$ cat src/rtl/dbg_pkg.sv
package dbg_pkg;
  localparam logic [3:0] OP_SETBP  = 4'h1;
  localparam logic [3:0] OP_HALT   = 4'h2;
  localparam logic [3:0] OP_RESUME = 4'h3;
  localparam logic [3:0] OP_STEP   = 4'h4;
  localparam logic [3:0] OP_RRD    = 4'h5;
  localparam logic [3:0] OP_RWR    = 4'h6;
  localparam logic [3:0] OP_MRD    = 4'h7;
  localparam logic [3:0] OP_MWR    = 4'h8;

  localparam logic [1:0] ST_OK    = 2'd0;
  localparam logic [1:0] ST_DENY  = 2'd1;
  localparam logic [1:0] ST_MODE  = 2'd2;
  localparam logic [1:0] ST_BADOP = 2'd3;

  typedef enum logic [1:0] {S_IDLE, S_BUS, S_STEP} eng_state_t;
endpackage

$ cat src/rtl/dbg_bp_unit.sv
module dbg_bp_unit #(
  parameter int AW  = 16,
  parameter int NBP = 4,
  localparam int IW = (NBP > 1) ? $clog2(NBP) : 1
) (
  input  logic          clk,
  input  logic          rst,
  input  logic          wr_en,
  input  logic [IW-1:0] wr_idx,
  input  logic [AW-1:0] wr_addr,
  input  logic          wr_enable,
  input  logic [AW-1:0] pc,
  output logic          match
);
  logic [AW-1:0]  slot_addr [NBP];
  logic [NBP-1:0] slot_en;
  logic [NBP-1:0] hit;

  genvar g;
  generate
    for (g = 0; g < NBP; g++) begin : g_slot
      always_ff @(posedge clk) begin
        if (rst) begin
          slot_en[g]   <= 1'b0;
          slot_addr[g] <= '0;
        end else if (wr_en && wr_idx == IW'(g)) begin
          slot_en[g]   <= wr_enable;
          slot_addr[g] <= wr_addr;
        end
      end
      assign hit[g] = slot_en[g] && (slot_addr[g] == pc);
    end
  endgenerate

  assign match = |hit;
endmodule

$ cat src/rtl/dbg_policy.sv
module dbg_policy
  import dbg_pkg::*;
#(
  parameter int AW = 16,
  parameter logic [AW-1:0] SYS_BASE = 'hE000
) (
  input  logic [3:0]    op,
  input  logic [AW-1:0] addr,
  input  logic          prot_en,
  input  logic          in_sys,
  input  logic          dbg_mode,
  output logic [1:0]    verdict
);
  logic known, is_acc, is_svc, is_mem;

  always_comb begin
    known   = (op >= OP_SETBP) && (op <= OP_MWR);
    is_acc  = (op >= OP_RRD) && (op <= OP_MWR);
    is_svc  = is_acc || (op == OP_STEP);
    is_mem  = (op == OP_MRD) || (op == OP_MWR);
    if (!known)
      verdict = ST_BADOP;
    else if (is_svc && in_sys)
      verdict = ST_DENY;
    else if (prot_en && is_mem && addr >= SYS_BASE)
      verdict = ST_DENY;
    else if (prot_en && op == OP_RWR && addr[AW-1])
      verdict = ST_DENY;
    else if (is_svc && !dbg_mode)
      verdict = ST_MODE;
    else
      verdict = ST_OK;
  end
endmodule

$ cat src/rtl/dbg_ctrl.sv
module dbg_ctrl
  import dbg_pkg::*;
#(
  parameter int AW = 16,
  parameter int DW = 16
) (
  input  logic          clk,
  input  logic          rst,
  input  logic          cmd_valid,
  input  logic [3:0]    cmd_op,
  input  logic [AW-1:0] cmd_addr,
  input  logic [DW-1:0] cmd_wdata,
  input  logic [1:0]    verdict,
  input  logic          bp_match,
  input  logic          cpu_retire,
  input  logic          bus_ack,
  input  logic [DW-1:0] bus_rdata,
  output logic          cmd_ready,
  output logic          bp_wr,
  output logic          cpu_halt,
  output logic          dbg_mode,
  output logic          step_done,
  output logic          bus_req,
  output logic          bus_we,
  output logic          bus_mem,
  output logic [AW-1:0] bus_addr,
  output logic [DW-1:0] bus_wdata,
  output logic          rsp_valid,
  output logic [1:0]    rsp_status,
  output logic [DW-1:0] rsp_data
);
  eng_state_t state;
  logic       armed;
  logic       accept;

  assign cmd_ready = (state == S_IDLE);
  assign accept    = cmd_valid && cmd_ready;
  assign bp_wr     = accept && (cmd_op == OP_SETBP) && (verdict == ST_OK);

  always_ff @(posedge clk) begin
    if (rst) begin
      state      <= S_IDLE;
      armed      <= 1'b1;
      cpu_halt   <= 1'b0;
      dbg_mode   <= 1'b0;
      step_done  <= 1'b0;
      bus_req    <= 1'b0;
      bus_we     <= 1'b0;
      bus_mem    <= 1'b0;
      bus_addr   <= '0;
      bus_wdata  <= '0;
      rsp_valid  <= 1'b0;
      rsp_status <= ST_OK;
      rsp_data   <= '0;
    end else begin
      rsp_valid <= 1'b0;
      if (cpu_retire && !cpu_halt) armed <= 1'b1;
      case (state)
        S_IDLE: begin
          if (accept) begin
            step_done <= 1'b0;
            if (verdict != ST_OK) begin
              rsp_valid  <= 1'b1;
              rsp_status <= verdict;
              rsp_data   <= '0;
            end else begin
              case (cmd_op)
                OP_SETBP: begin
                  rsp_valid  <= 1'b1;
                  rsp_status <= ST_OK;
                  rsp_data   <= '0;
                end
                OP_HALT: begin
                  dbg_mode   <= 1'b1;
                  cpu_halt   <= 1'b1;
                  rsp_valid  <= 1'b1;
                  rsp_status <= ST_OK;
                  rsp_data   <= '0;
                end
                OP_RESUME: begin
                  if (dbg_mode) begin
                    dbg_mode <= 1'b0;
                    cpu_halt <= 1'b0;
                    armed    <= 1'b0;
                  end
                  rsp_valid  <= 1'b1;
                  rsp_status <= ST_OK;
                  rsp_data   <= '0;
                end
                OP_STEP: begin
                  cpu_halt <= 1'b0;
                  state    <= S_STEP;
                end
                default: begin
                  bus_req   <= 1'b1;
                  bus_we    <= (cmd_op == OP_RWR) || (cmd_op == OP_MWR);
                  bus_mem   <= (cmd_op == OP_MRD) || (cmd_op == OP_MWR);
                  bus_addr  <= cmd_addr;
                  bus_wdata <= cmd_wdata;
                  state     <= S_BUS;
                end
              endcase
            end
          end
        end
        S_BUS: begin
          if (bus_ack) begin
            bus_req    <= 1'b0;
            rsp_valid  <= 1'b1;
            rsp_status <= ST_OK;
            rsp_data   <= bus_rdata;
            state      <= S_IDLE;
          end
        end
        S_STEP: begin
          if (cpu_retire) begin
            cpu_halt   <= 1'b1;
            step_done  <= 1'b1;
            rsp_valid  <= 1'b1;
            rsp_status <= ST_OK;
            rsp_data   <= '0;
            state      <= S_IDLE;
          end
        end
        default: state <= S_IDLE;
      endcase
      if (!dbg_mode && armed && bp_match) begin
        dbg_mode <= 1'b1;
        cpu_halt <= 1'b1;
      end
    end
  end

  // one retirement during a step ends it with the core held again
  p_step_one_r9: assert property (@(posedge clk) disable iff (rst)
    (state == S_STEP && cpu_retire) |=> (cpu_halt && step_done));

  // a pending transfer keeps its request, address and direction
  p_bus_hold_r5: assert property (@(posedge clk) disable iff (rst)
    (bus_req && !bus_ack) |=> (bus_req && $stable(bus_addr) && $stable(bus_we) && $stable(bus_mem)));

  // an armed, enabled match while running enters debug mode
  p_bp_halt_r3: assert property (@(posedge clk) disable iff (rst)
    (!dbg_mode && armed && bp_match) |=> (dbg_mode && cpu_halt));

  // outside a step the core stays held in debug mode
  p_halt_dbg_r2: assert property (@(posedge clk) disable iff (rst)
    (dbg_mode && state != S_STEP) |-> cpu_halt);
endmodule

$ cat src/rtl/dbg_engine_top.sv
module dbg_engine_top
  import dbg_pkg::*;
#(
  parameter int AW  = 16,
  parameter int DW  = 16,
  parameter int NBP = 4,
  parameter logic [AW-1:0] SYS_BASE = 'hE000
) (
  input  logic          clk,
  input  logic          rst,
  input  logic          cmd_valid,
  output logic          cmd_ready,
  input  logic [3:0]    cmd_op,
  input  logic [AW-1:0] cmd_addr,
  input  logic [DW-1:0] cmd_wdata,
  input  logic          prot_en,
  input  logic          in_sys_area,
  input  logic [AW-1:0] cpu_pc,
  input  logic          cpu_retire,
  output logic          cpu_halt,
  output logic          dbg_mode,
  output logic          step_done,
  output logic          bus_req,
  output logic          bus_we,
  output logic          bus_mem,
  output logic [AW-1:0] bus_addr,
  output logic [DW-1:0] bus_wdata,
  input  logic          bus_ack,
  input  logic [DW-1:0] bus_rdata,
  output logic          rsp_valid,
  output logic [1:0]    rsp_status,
  output logic [DW-1:0] rsp_data
);
  localparam int IW = (NBP > 1) ? $clog2(NBP) : 1;

  logic [1:0] verdict;
  logic       bp_wr;
  logic       bp_match;

  dbg_policy #(.AW(AW), .SYS_BASE(SYS_BASE)) u_policy (
    .op(cmd_op), .addr(cmd_addr), .prot_en(prot_en), .in_sys(in_sys_area),
    .dbg_mode(dbg_mode), .verdict(verdict)
  );

  dbg_bp_unit #(.AW(AW), .NBP(NBP)) u_bp (
    .clk(clk), .rst(rst), .wr_en(bp_wr), .wr_idx(cmd_wdata[IW-1:0]),
    .wr_addr(cmd_addr), .wr_enable(cmd_wdata[DW-1]), .pc(cpu_pc), .match(bp_match)
  );

  dbg_ctrl #(.AW(AW), .DW(DW)) u_ctrl (
    .clk(clk), .rst(rst), .cmd_valid(cmd_valid), .cmd_op(cmd_op),
    .cmd_addr(cmd_addr), .cmd_wdata(cmd_wdata), .verdict(verdict),
    .bp_match(bp_match), .cpu_retire(cpu_retire), .bus_ack(bus_ack),
    .bus_rdata(bus_rdata), .cmd_ready(cmd_ready), .bp_wr(bp_wr),
    .cpu_halt(cpu_halt), .dbg_mode(dbg_mode), .step_done(step_done),
    .bus_req(bus_req), .bus_we(bus_we), .bus_mem(bus_mem),
    .bus_addr(bus_addr), .bus_wdata(bus_wdata), .rsp_valid(rsp_valid),
    .rsp_status(rsp_status), .rsp_data(rsp_data)
  );

  // no transfer starts from a command issued inside the system region
  p_sys_area_r8: assert property (@(posedge clk) disable iff (rst)
    $rose(bus_req) |-> !$past(in_sys_area));

  // no system-memory transfer starts while protection was on
  p_sys_mem_r7: assert property (@(posedge clk) disable iff (rst)
    ($rose(bus_req) && bus_mem && bus_addr >= SYS_BASE) |-> !$past(prot_en));

  // no privilege register write starts while protection was on
  p_priv_wr_r6: assert property (@(posedge clk) disable iff (rst)
    ($rose(bus_req) && bus_we && !bus_mem && bus_addr[AW-1]) |-> !$past(prot_en));

  // transfers only start from debug mode
  p_bg_nobus_r2: assert property (@(posedge clk) disable iff (rst)
    $rose(bus_req) |-> $past(dbg_mode));
endmodule

$ cat config.mk
export PLATFORM = sky130hd
export DESIGN_NAME = dbg_engine_top
export DESIGN_NICKNAME = d
export VERILOG_FILES = /design/src/rtl/dbg_pkg.sv /design/src/rtl/dbg_bp_unit.sv /design/src/rtl/dbg_policy.sv /design/src/rtl/dbg_ctrl.sv /design/src/rtl/dbg_engine_top.sv
export SDC_FILE = /design/constraint.sdc
export NUM_CORES = 1
export LEC_CHECK = 0
export CAP_MARGIN = 0
export CORE_UTILIZATION = 50
export CTS_CLUSTER_SIZE = 40
export DETAILED_ROUTE_END_ITERATION = 8
export DONT_BUFFER_PORTS = 1
export GPL_ROUTABILITY_DRIVEN = 0
export HOLD_SLACK_MARGIN = 0.1
export PLACE_DENSITY = 0.63
export SLEW_MARGIN = 20
export SYNTH_ARGS = -nofsm -noshare
export SYNTH_HDL_FRONTEND = slang
export SYNTH_SLANG_ARGS = --single-unit
$ cat constraint.sdc
create_clock -name clk -period 4.66 [get_ports clk]
set_input_delay 0.466 -clock clk [delete_from_list [all_inputs] [get_ports clk]]
set_output_delay 0.466 -clock clk [all_outputs]
set_load 0.01 [all_outputs]
==> results of run 1 <==
==> worst paths after layout <==
kind | to | cells after the start
max reg2reg | u_ctrl.bus_req | 8
min reg2reg | u_ctrl.rsp_data[11] | 2
min | u_ctrl.step_done | 1
max | u_ctrl.bus_req | 8
==> final cells by class <==
class	count	area [sq um]	share of cell area, %
clock buffers	25	507	7.71
clock inverters	6	31.3	0.476
inverters	7	26.3	0.400
multi-input cells	416	2610	39.6
flip-flops and latches	128	3200	48.7
well taps	143	179	2.72
repair buffers	3	22.5	0.343
==> flip-flops by register name (all words and copies together), names as in the netlist <==
| register | flops |
|---|---|
| u_bp.slot_addr | 64 |
| u_bp.slot_en | 4 |
| u_ctrl.armed | 1 |
| u_ctrl.bus_addr | 16 |
| u_ctrl.bus_mem | 1 |
| u_ctrl.bus_req | 1 |
| u_ctrl.bus_wdata | 16 |
| u_ctrl.bus_we | 1 |
| u_ctrl.cpu_halt | 1 |
| u_ctrl.dbg_mode | 1 |
| u_ctrl.rsp_data | 16 |
| u_ctrl.rsp_status | 2 |
| u_ctrl.rsp_valid | 1 |
| u_ctrl.state | 2 |
| u_ctrl.step_done | 1 |
==> power by group <==
group,internal (mW),leakage [nW],switching [mW]
clock network,0.746,0.272,0.453
logic,0.0725,0.861,0.113
registers,1.23,1.17,0.0371
==> Yosys cell counts (all sizes together), types with 7 or more instances <==
cell | number | area share, %
nand2 | 99 | 6.3
and2 | 64 | 6.7
dfxtp | 64 | 21
edfxtp | 64 | 32
a21oi | 59 | 5.2
xor2 | 39 | 5.7
xnor2 | 26 | 3.8
nand3 | 19 | 1.6
buf | 16 | 1.9
nor2 | 15 | 0.94
clkbuf | 14 | 0.88
nor4 | 11 | 1.4
nand4 | 10 | 1.0
nand2b | 9 | 0.94
nor3 | 9 | 1.1
inv | 7 | 0.44
o21ai | 7 | 0.65
==> layer usage <==
layer,wire (um),global-route usage (%),vias up
met3,890,7.89,13
met1,6010,29.5,1990
met2,7190,40.2,112
li1,-,-,1991
met5,0,0,-
met4,160,8.74,0
==> worst max-delay path, stage by stage (launching register included) <==
cell and delay, ns:
dfxtp_1 0.35, inv_1 0.10, ha_1 0.43, nand2_1 0.20
nor4b_4 0.57, nor2b_2 0.60, buf_4 0.37, nor2_1 0.08
a2111oi_2 0.27
==> cells by family after synthesis <==
kind of cell | share of synthesized area (%)
adders and majority gates | 0.834
and+or+nand+nor | 23.1
buffers and inverters | 3.25
xor gates and xnor gates | 9.49
DFF | 53.4
AOI/OAI and AO/OA | 9.09
muxes | 0.855
==> through the flow <==
step | instances | power (mW) | hold slack [ns] | worst slack (ns)
detailed placement | 697 | 1.47 | 0.486 | 1.56
global route | 728 | 2.74 | 0.109 | 1.29
global placement | 697 | 1.47 | 0.483 | 1.71
floorplan | 581 | 1.45 | 0.454 | 1.70
CTS | 728 | 2.67 | 0.103 | 1.56
finish | 728 | 2.65 | 0.130 | 1.58
==> results.json, run 1 <==
{
  "dieArea_sq_um": 12400,
  "core_area_sq_um": 11600,
  "start_util_pct": 51.9,
  "htree_levels": 4,
  "cts_tree": "built",
  "cap_viol_max_count": 0,
  "cts-root-buf": "clkbuf_16",
  "hold_start": "rst",
  "netlist_area_sq_um": 6000,
  "holdBufCountCts": 0,
  "final_cell_mix": "98 x nand2_1, 64 x and2_1, 64 x edfxtp_1, 64 x dfxtp_1, 57 x a21oi_1",
  "clk_pin_slew_ns": 0.05,
  "finalCritPeriodShare_pct": 66.2,
  "post_drt_wl_per_cell_um": 19.6,
  "drt_first_pass_iters": 9,
  "failed_checks": "DRC",
  "ys_dominant_reg_cell": "edfxtp_1",
  "syn-num-nets": 660,
  "grt_max_degree": 74,
  "ir_drop_mv": 0.236,
  "drv_slew": 0,
  "clock_latency_ns": 0.42,
  "drc_errors": 4,
  "critPathKind": "reg2reg",
  "diodes": 0,
  "finalHoldViolations": 0,
  "power_density_nw_per_um2": 403,
  "grt_pass1_wl_um": 22700,
  "setup-tns-final_ns": 0,
  "required_ns": 4.97,
  "area_delta_synth_final_pct": 9.55,
  "final_common_cell": "nand2_1",
  "status": "finished with violations",
  "utilization_pct": 56.8,
  "drtIter0Drc": 317,
  "grt_pass1_vias": 4109,
  "rr_startpoint": "u_ctrl.state[0]",
  "cp.arrival_ns": 3.39,
  "hpwl_um": 10100,
  "p_leak_nw": 2.30,
  "numCtsBuffers": 17,
  "drive_above_1_share_pct": 8.21,
  "worst-path-max-fanout": 22,
  "post_dp_cell_area_sq_um": 6040,
  "slew_headroom_pct": 40.0,
  "fill_cells": 1023,
  "setup_viol": 0,
  "die_x_um": 112,
  "clockBufferDepth": 2,
  "vias_per_cell": 5.64,
  "syn_inst": 581,
  "ioPinCount": 133,
  "crit_start": "u_ctrl.state[0]",
  "cts_resized": 0,
  "io_buffers": 0,
  "ant_nets": 0,
  "fp.dieH_um": 112,
  "ys_types": 56,
  "synth_seq_area_share_pct": 53.4,
  "tightest_slew_ns": 0.900,
  "finalInstanceArea_sq_um": 6570,
  "clock-sinks": 128,
  "overflow": 0,
  "ys_warn_count": 0,
  "startpoint_type": "flip-flop",
  "ff2ff_setup_slack_ns": 1.58,
  "nets": 652,
  "synth_enable_flop_cells": 64,
  "rsz0062_at_grt": "no",
  "ys_ff_latch": 128,
  "endpoint_kind": "flip-flop",
  "totalWireLength_um": 14300,
  "min_period_ns": 3.08,
  "fmax_mhz": 324,
  "grt_usage_pct": 24.2,
  "async_flop_share_pct": 0,
  "antenna_found_initial": 0,
  "cts_setup_buffers": 0,
  "hold_path_class": "in2reg",
  "fin_worst_skew_ns": 0.0116,
  "num_vias": 4106,
  "syn-mean-instance-area_sq_um": 10.3,
  "rows": 39
}
Note: power is estimated with default switching activity, not from simulation.
==> run 2: changes to the inputs <==
--- a/config.mk
+++ b/config.mk
@@ -5,6 +5,7 @@
 export SDC_FILE = /design/constraint.sdc
 export NUM_CORES = 1
 export LEC_CHECK = 0
+export ABC_AREA = 1
 export CAP_MARGIN = 0
 export CORE_UTILIZATION = 50
 export CTS_CLUSTER_SIZE = 40
@@ -12,7 +13,7 @@
 export DONT_BUFFER_PORTS = 1
 export GPL_ROUTABILITY_DRIVEN = 0
 export HOLD_SLACK_MARGIN = 0.1
-export PLACE_DENSITY = 0.63
+export PLACE_DENSITY = 0.66
 export SLEW_MARGIN = 20
 export SYNTH_ARGS = -nofsm -noshare
 export SYNTH_HDL_FRONTEND = slang
==> constraint.sdc (replaced) <==
create_clock -name clk -period 2.5 [get_ports clk]
set_input_delay 0.25 -clock clk [delete_from_list [all_inputs] [get_ports clk]]
set_output_delay 0.25 -clock clk [all_outputs]
set_load 0.01 [all_outputs]
==> results.json, run 2 <==
{
  "dieArea_sq_um": 12700,
  "overflow": 0,
  "cts-root-buf": "clkbuf_16",
  "drc_errors": 0,
  "cts_tree": "built",
  "reg2regPathDepth": 9,
  "power.total_mw": 6.62,
  "rr_startpoint": "u_ctrl.state[0]",
  "fill_cells": 1021,
  "timing.rr.end": "u_bp.slot_addr[0][9]",
  "crit_top_cell": "nand2_1",
  "synth_enable_flop_cells": 64,
  "numCtsBuffers": 17,
  "syn_inst": 796,
  "slew_headroom_pct": 65.5,
  "clk_pin_slew_ns": 0.06,
  "finalHoldViolations": 0,
  "fp.dieH_um": 113,
  "grt_pass1_wl_um": 25200,
  "worst-path-max-fanout": 16,
  "tightest_slew_ns": 0.516,
  "clock_latency_ns": 0.41,
  "critPathKind": "reg2reg",
  "io_buffers": 0,
  "crit_start": "u_ctrl.state[0]",
  "final_common_cell": "nand2_1",
  "endpoint_kind": "flip-flop",
  "hpwl_um": 11100,
  "required_ns": 2.60,
  "die_x_um": 113,
  "synth_seq_area_share_pct": 52.4,
  "rows": 40,
  "synth_area_leader_cell": "edfxtp_1",
  "antenna_found_initial": 0,
  "ant_nets": 0,
  "rsz0062_at_grt": "no",
  "setup_viol": 0,
  "synth_common_cells": "201 x nand2_1, 188 x nor2_1, 94 x inv_1, 66 x o21ai_0",
  "finalInstanceArea_sq_um": 7350,
  "min_period_ns": 2.29,
  "clock-sinks": 128,
  "grt_max_degree": 58,
  "max_stage_delay_ns": 0.38,
  "fmax_mhz": 436,
  "drt_first_pass_iters": 6,
  "core_area_sq_um": 12000,
  "synth_most_common_cell": "nand2_1",
  "ir_drop_mv": 0.830,
  "area_delta_synth_final_pct": 20.2,
  "drtIter0Drc": 382,
  "syn-num-nets": 875,
  "drv_slew": 0,
  "cap_viol_max_count": 0,
  "netlist_top_cells_area": "edfxtp_1 31%, dfxtp_1 21%, nand2_1 12%",
  "cp.arrival_ns": 2.39,
  "cp-endpoint": "u_bp.slot_addr[0][9]",
  "diodes": 0,
  "hold_slack_ns": 0.106,
  "cp_slowest_cell": "ha_1",
  "regArea_sq_um": 3200,
  "netlist_area_sq_um": 6120,
  "clockBufferDepth": 2,
  "htree_levels": 4,
  "drive_above_1_share_pct": 6.88,
  "post_drt_wl_per_cell_um": 15.4,
  "ff2ff_setup_slack_ns": 0.21,
  "multiInputGateArea_sq_um": 2420,
  "final_cell_mix": "200 x nand2_1, 188 x nor2_1, 94 x inv_1",
  "nets": 924,
  "synth_top_area_share_pct": 31.4,
  "p_leak_nw": 3.36,
  "ioPinCount": 133,
  "ys_types": 30,
  "post_dp_cell_area_sq_um": 6250,
  "syn-mean-instance-area_sq_um": 7.68,
  "top_register": "u_bp.slot_addr",
  "ys_dominant_reg_cell": "edfxtp_1",
  "setup-tns-final_ns": 0,
  "largest_register_ffs": 64,
  "grt_usage_pct": 26.0,
  "utilization_pct": 61.4,
  "vias_per_cell": 5.19,
  "start_util_pct": 51.1,
  "fin_worst_skew_ns": 0.00991,
  "cp_top_family": "simple AND/OR/NAND/NOR gates",
  "status": "finished clean",
  "ys_ff_latch": 128,
  "grt_pass1_vias": 5206,
  "power_density_nw_per_um2": 901,
  "path_buf_inv": 3,
  "hold_path_class": "in2reg",
  "totalWireLength_um": 15500,
  "cp.depth": 9,
  "async_flop_share_pct": 0,
  "finalCritPeriodShare_pct": 91.7,
  "path_cells": "inv_1 -> ha_1 -> nand2_1 -> inv_1 -> nand3_1 -> nor2_1 -> nand2_1 -> nand2_1 -> buf_4",
  "ys_warn_count": 0,
  "startpoint_type": "flip-flop",
  "num_vias": 5213
}
[run 2: metal layers]
layer  routed length (um)  track usage [%]
met4                  161             8.53
met5                    0                0
met2                 7590             44.0
met3                 1240             7.18
met1                 6480             32.2
[run 2: final cells by class]
| class | count | area share [%] |
|---|---|---|
| Clock inverter | 9 | 1.52 |
| Sequential cell | 128 | 43.6 |
| Clock buffer | 23 | 7.53 |
| Inverter | 98 | 5.01 |
| Timing Repair Buffer | 54 | 6.98 |
| Tap cell | 147 | 2.50 |
| Multi-Input combinational cell | 546 | 32.9 |
[run 2: metrics by stage]
stage	worst slack, ns	instances
after floorplan	0.414	796
after global placement	0.338	930
after detailed placement	0.164	930
after CTS	0.136	1005
after global routing	0.0130	1005
final	0.208	1005
[run 2: power breakdown]
part           switching [mW]  internal (mW)  total [mW]
logic                   0.842          0.440        1.28
registers               0.238           2.44        2.68
clock network           0.901           1.77        2.67
total                    1.98           4.64        6.62
[run 2: worst min path at each step]
stage / startpoint / end / slack (ns) / cells past startpoint
after floorplan: rst / u_ctrl.step_done / 0.32 / 1
after global placement: rst / u_ctrl.step_done / 0.32 / 1
after detailed placement: rst / u_ctrl.step_done / 0.33 / 1
after CTS: cmd_wdata[0] / u_bp.slot_en[2] / 0.10 / 4
after global routing: cmd_addr[5] / u_ctrl.bus_addr[5] / 0.13 / 2
final: cmd_addr[12] / u_ctrl.bus_addr[12] / 0.11 / 2
[run 2: repair_timing]
item / in CTS / in global routing
endpoints found under the hold margin: 42 / 0
buffers inserted: 0 / 0
endpoints found under the setup margin: 0 / 33
hold buffers: 43 / 0
resized for setup: 0 / 2
[run 2: logic make-up (layout without fill, tap and decap cells)]
logic type      count (synthesis)  in the layout  synth area share, %
flops                         128            128                 52.4
buf+inv                       122            184                 8.24
compound gates                101            101                 8.65
xor+xnor                       13             13                 1.86
fa+ha+maj                       4              4                0.818
simple gates                  428            428                 28.0
==> run 3: changes to the inputs <==
--- a/config.mk
+++ b/config.mk
@@ -17,4 +17,5 @@
 export SLEW_MARGIN = 20
 export SYNTH_ARGS = -nofsm -noshare
 export SYNTH_HDL_FRONTEND = slang
+export SYNTH_HIERARCHICAL = 1
 export SYNTH_SLANG_ARGS = --single-unit
==> results.json, run 3 <==
{
  "synth_most_common_cell": "nand2_1",
  "clock-sinks": 128,
  "synth_seq_area_share_pct": 49.2,
  "tightest_slew_ns": 0.723,
  "rsz0062_at_grt": "no",
  "endpoint_kind": "flip-flop",
  "finalInstanceArea_sq_um": 7710,
  "path_buf_inv": 1,
  "cts-root-buf": "clkbuf_16",
  "clockBufferDepth": 2,
  "final_common_cell": "nand2_1",
  "cp_top_family": "simple AND/OR/NAND/NOR gates",
  "rows": 41,
  "cp.arrival_ns": 2.52,
  "cp.depth": 10,
  "ys_types": 33,
  "synthMuxAreaShare_pct": 0,
  "crit_start": "u_ctrl/dbg_mode",
  "syn-num-nets": 936,
  "post_dp_cell_area_sq_um": 6640,
  "netlist_area_sq_um": 6500,
  "clk_pin_slew_ns": 0.06,
  "synth_enable_flop_cells": 64,
  "htree_levels": 4,
  "critPathKind": "reg2reg",
  "synth_fa_ha_area_share_pct": 0.769,
  "antenna_found_initial": 1,
  "drtIter0Drc": 371,
  "fin_worst_skew_ns": 0.00734,
  "synth_top_family_by_area": "simple AND/OR/NAND/NOR gates",
  "p_leak_nw": 3.55,
  "worst-path-max-fanout": 17,
  "start_util_pct": 51.3,
  "post_drt_wl_per_cell_um": 15.9,
  "syn-mean-instance-area_sq_um": 7.59,
  "syn_inst": 857,
  "max_stage_delay_ns": 0.38,
  "synth_common_cells": "220 x nand2_1, 185 x nor2_1, 100 x inv_1, 64 x dfxtp_1, 64 x edfxtp_1",
  "min_period_ns": 2.27,
  "cp-endpoint": "u_bp/slot_addr[0][11]",
  "ys_dominant_reg_cell": "edfxtp_1",
  "area_delta_synth_final_pct": 18.5,
  "setup_viol": 0,
  "drv_slew": 0,
  "slew_headroom_pct": 51.7,
  "path_cells": "a21oi_2 -> nand3_1 -> nand2_1 -> nor2_4 -> nand3_4 -> nor4_1 -> inv_2 -> nor3_1 -> nand2_1 -> nor2_1",
  "cap_viol_max_count": 0,
  "required_ns": 2.75,
  "async_flop_share_pct": 0,
  "status": "finished clean",
  "vias_per_cell": 5.10,
  "yosys.area_share.simple_pct": 32.1,
  "grt_pass1_wl_um": 26500,
  "ys_warn_count": 6,
  "synth_compound_area_share_pct": 6.79,
  "startpoint_type": "flip-flop",
  "die_x_um": 116,
  "io_buffers": 0,
  "nets": 991,
  "drive_above_1_share_pct": 10.2,
  "dp.cells": 1013,
  "totalWireLength_um": 17400,
  "largest_register_ffs": 64,
  "timing.rr.end": "u_bp/slot_addr[0][11]",
  "ff2ff_setup_slack_ns": 0.23,
  "crit_top_cell": "nand2_1",
  "dieArea_sq_um": 13500,
  "core_area_sq_um": 12700,
  "final_cell_mix": "220 x nand2_1, 185 x nor2_1, 100 x inv_1",
  "drt_first_pass_iters": 5,
  "ir_drop_mv": 0.441,
  "ys_ff_latch": 128,
  "rr_startpoint": "u_ctrl/dbg_mode",
  "cts_tree": "built",
  "fp.dieH_um": 116,
  "hpwl_um": 12000,
  "ant_nets": 0,
  "utilization_pct": 60.8,
  "numCtsBuffers": 17,
  "netlist_top_cells_area": "edfxtp_1 30%, dfxtp_1 20%, nand2_1 13%",
  "num_vias": 5600,
  "grt_pass1_vias": 5268,
  "fmax_mhz": 440,
  "finalNonFillerCells": 1098,
  "grt_usage_pct": 26.7,
  "hold_path_class": "in2reg",
  "synth_top_area_share_pct": 29.5,
  "top_register": "u_bp/slot_addr",
  "power_density_nw_per_um2": 821,
  "ioPinCount": 133,
  "synth_area_leader_cell": "edfxtp_1",
  "finalCritPeriodShare_pct": 90.9,
  "overflow": 0,
  "cp_slowest_cell": "nand2_1",
  "drc_errors": 0,
  "reg2regPathDepth": 10,
  "synth_xor_xnor_area_share_pct": 1.62,
  "clock_latency_ns": 0.41,
  "finalHoldViolations": 0,
  "grt_max_degree": 37
}
==> run 3: changes by cell type in the layout (fill, tap and decap cells not counted), moves of 7 or more <==
| cell | before | now |
|---|---|---|
| nor2_2 | 0 | 24 |
| nand2_1 | 200 | 220 |
| o21ai_0 | 66 | 47 |
| nand3_1 | 18 | 35 |
| dlygate4sd3_1 | 43 | 52 |
| nand2_2 | 1 | 9 |
| clkinvlp_4 | 0 | 7 |
==> run 3: power breakdown <==
part           leakage, nW  internal (mW)  switching [mW]  total, mW
Sequential            1.18           2.44           0.252       2.70
Clock                0.248           1.35           0.916       2.27
Combinational         2.12          0.499           0.864       1.36
==> run 3: worst min-delay path by stage <==
| stage | end | slack (ns) | startpoint | cells past startpoint |
|---|---|---|---|---|
| 2_1_floorplan | u_ctrl/step_done | 0.32 | rst | 1 |
| 3_3_place_gp | u_ctrl/step_done | 0.33 | rst | 1 |
| 3_5_place_dp | u_ctrl/step_done | 0.33 | rst | 1 |
| 4_1_cts | u_bp/slot_addr[3][10] | 0.10 | cmd_addr[10] | 2 |
| 5_1_grt | u_bp/slot_addr[2][10] | 0.12 | cmd_addr[10] | 2 |
| 6_report | u_bp/slot_addr[3][10] | 0.12 | cmd_addr[10] | 2 |
==> run 3: stage by stage <==
| step | power, mW | setup TNS, ns | hold slack [ns] | setup slack, ns |
|---|---|---|---|---|
| after floorplan | 3.80 | 0 | 0.319 | 0.130 |
| after global placement | 3.96 | 0 | 0.326 | 0.192 |
| after detailed placement | 4.00 | -0.109 | 0.327 | -0.0307 |
| after CTS | 6.33 | 0 | 0.102 | 0.242 |
| after global routing | 6.64 | 0 | 0.125 | 0.00946 |
| final | 6.33 | 0 | 0.118 | 0.228 |
==> run 3: routing by layer <==
layer / part of all wire, % / vias to the layer above / wire, um / GRT usage, %
met5: 0 / - / 0 / 0
met4: 1.5 / 0 / 261 / 10.4
met3: 8.6 / 28 / 1500 / 7.43
met2: 47 / 226 / 8270 / 43.3
met1: 42 / 2566 / 7410 / 34.0
li1: - / 2780 / - / -
==> run 3: final cells by class <==
class | instances | area [sq um]
clock buffer | 17 | 425
clock inverter | 15 | 123
fill | 1157 | 4960
timing repair buffer | 63 | 641
antenna | 1 | 2.50
inverter | 109 | 414
multi-input combinational | 593 | 2690
sequential | 128 | 3200
tap | 172 | 215
==> run 3: cell families after synthesis <==
logic type / count (synthesis)
xor+xnor: 12
flops: 128
compound gates: 85
simple gates: 492
buf+inv: 136
fa+ha+maj: 4
==> run 3: what timing repair did <==
action / CTS / global route
gates resized for setup: 0 / 0
endpoints found under the hold margin: 56 / 0
endpoints found under the setup margin: 0 / 0
hold buffers: 52 / 0
setup buffers: 0 / 0
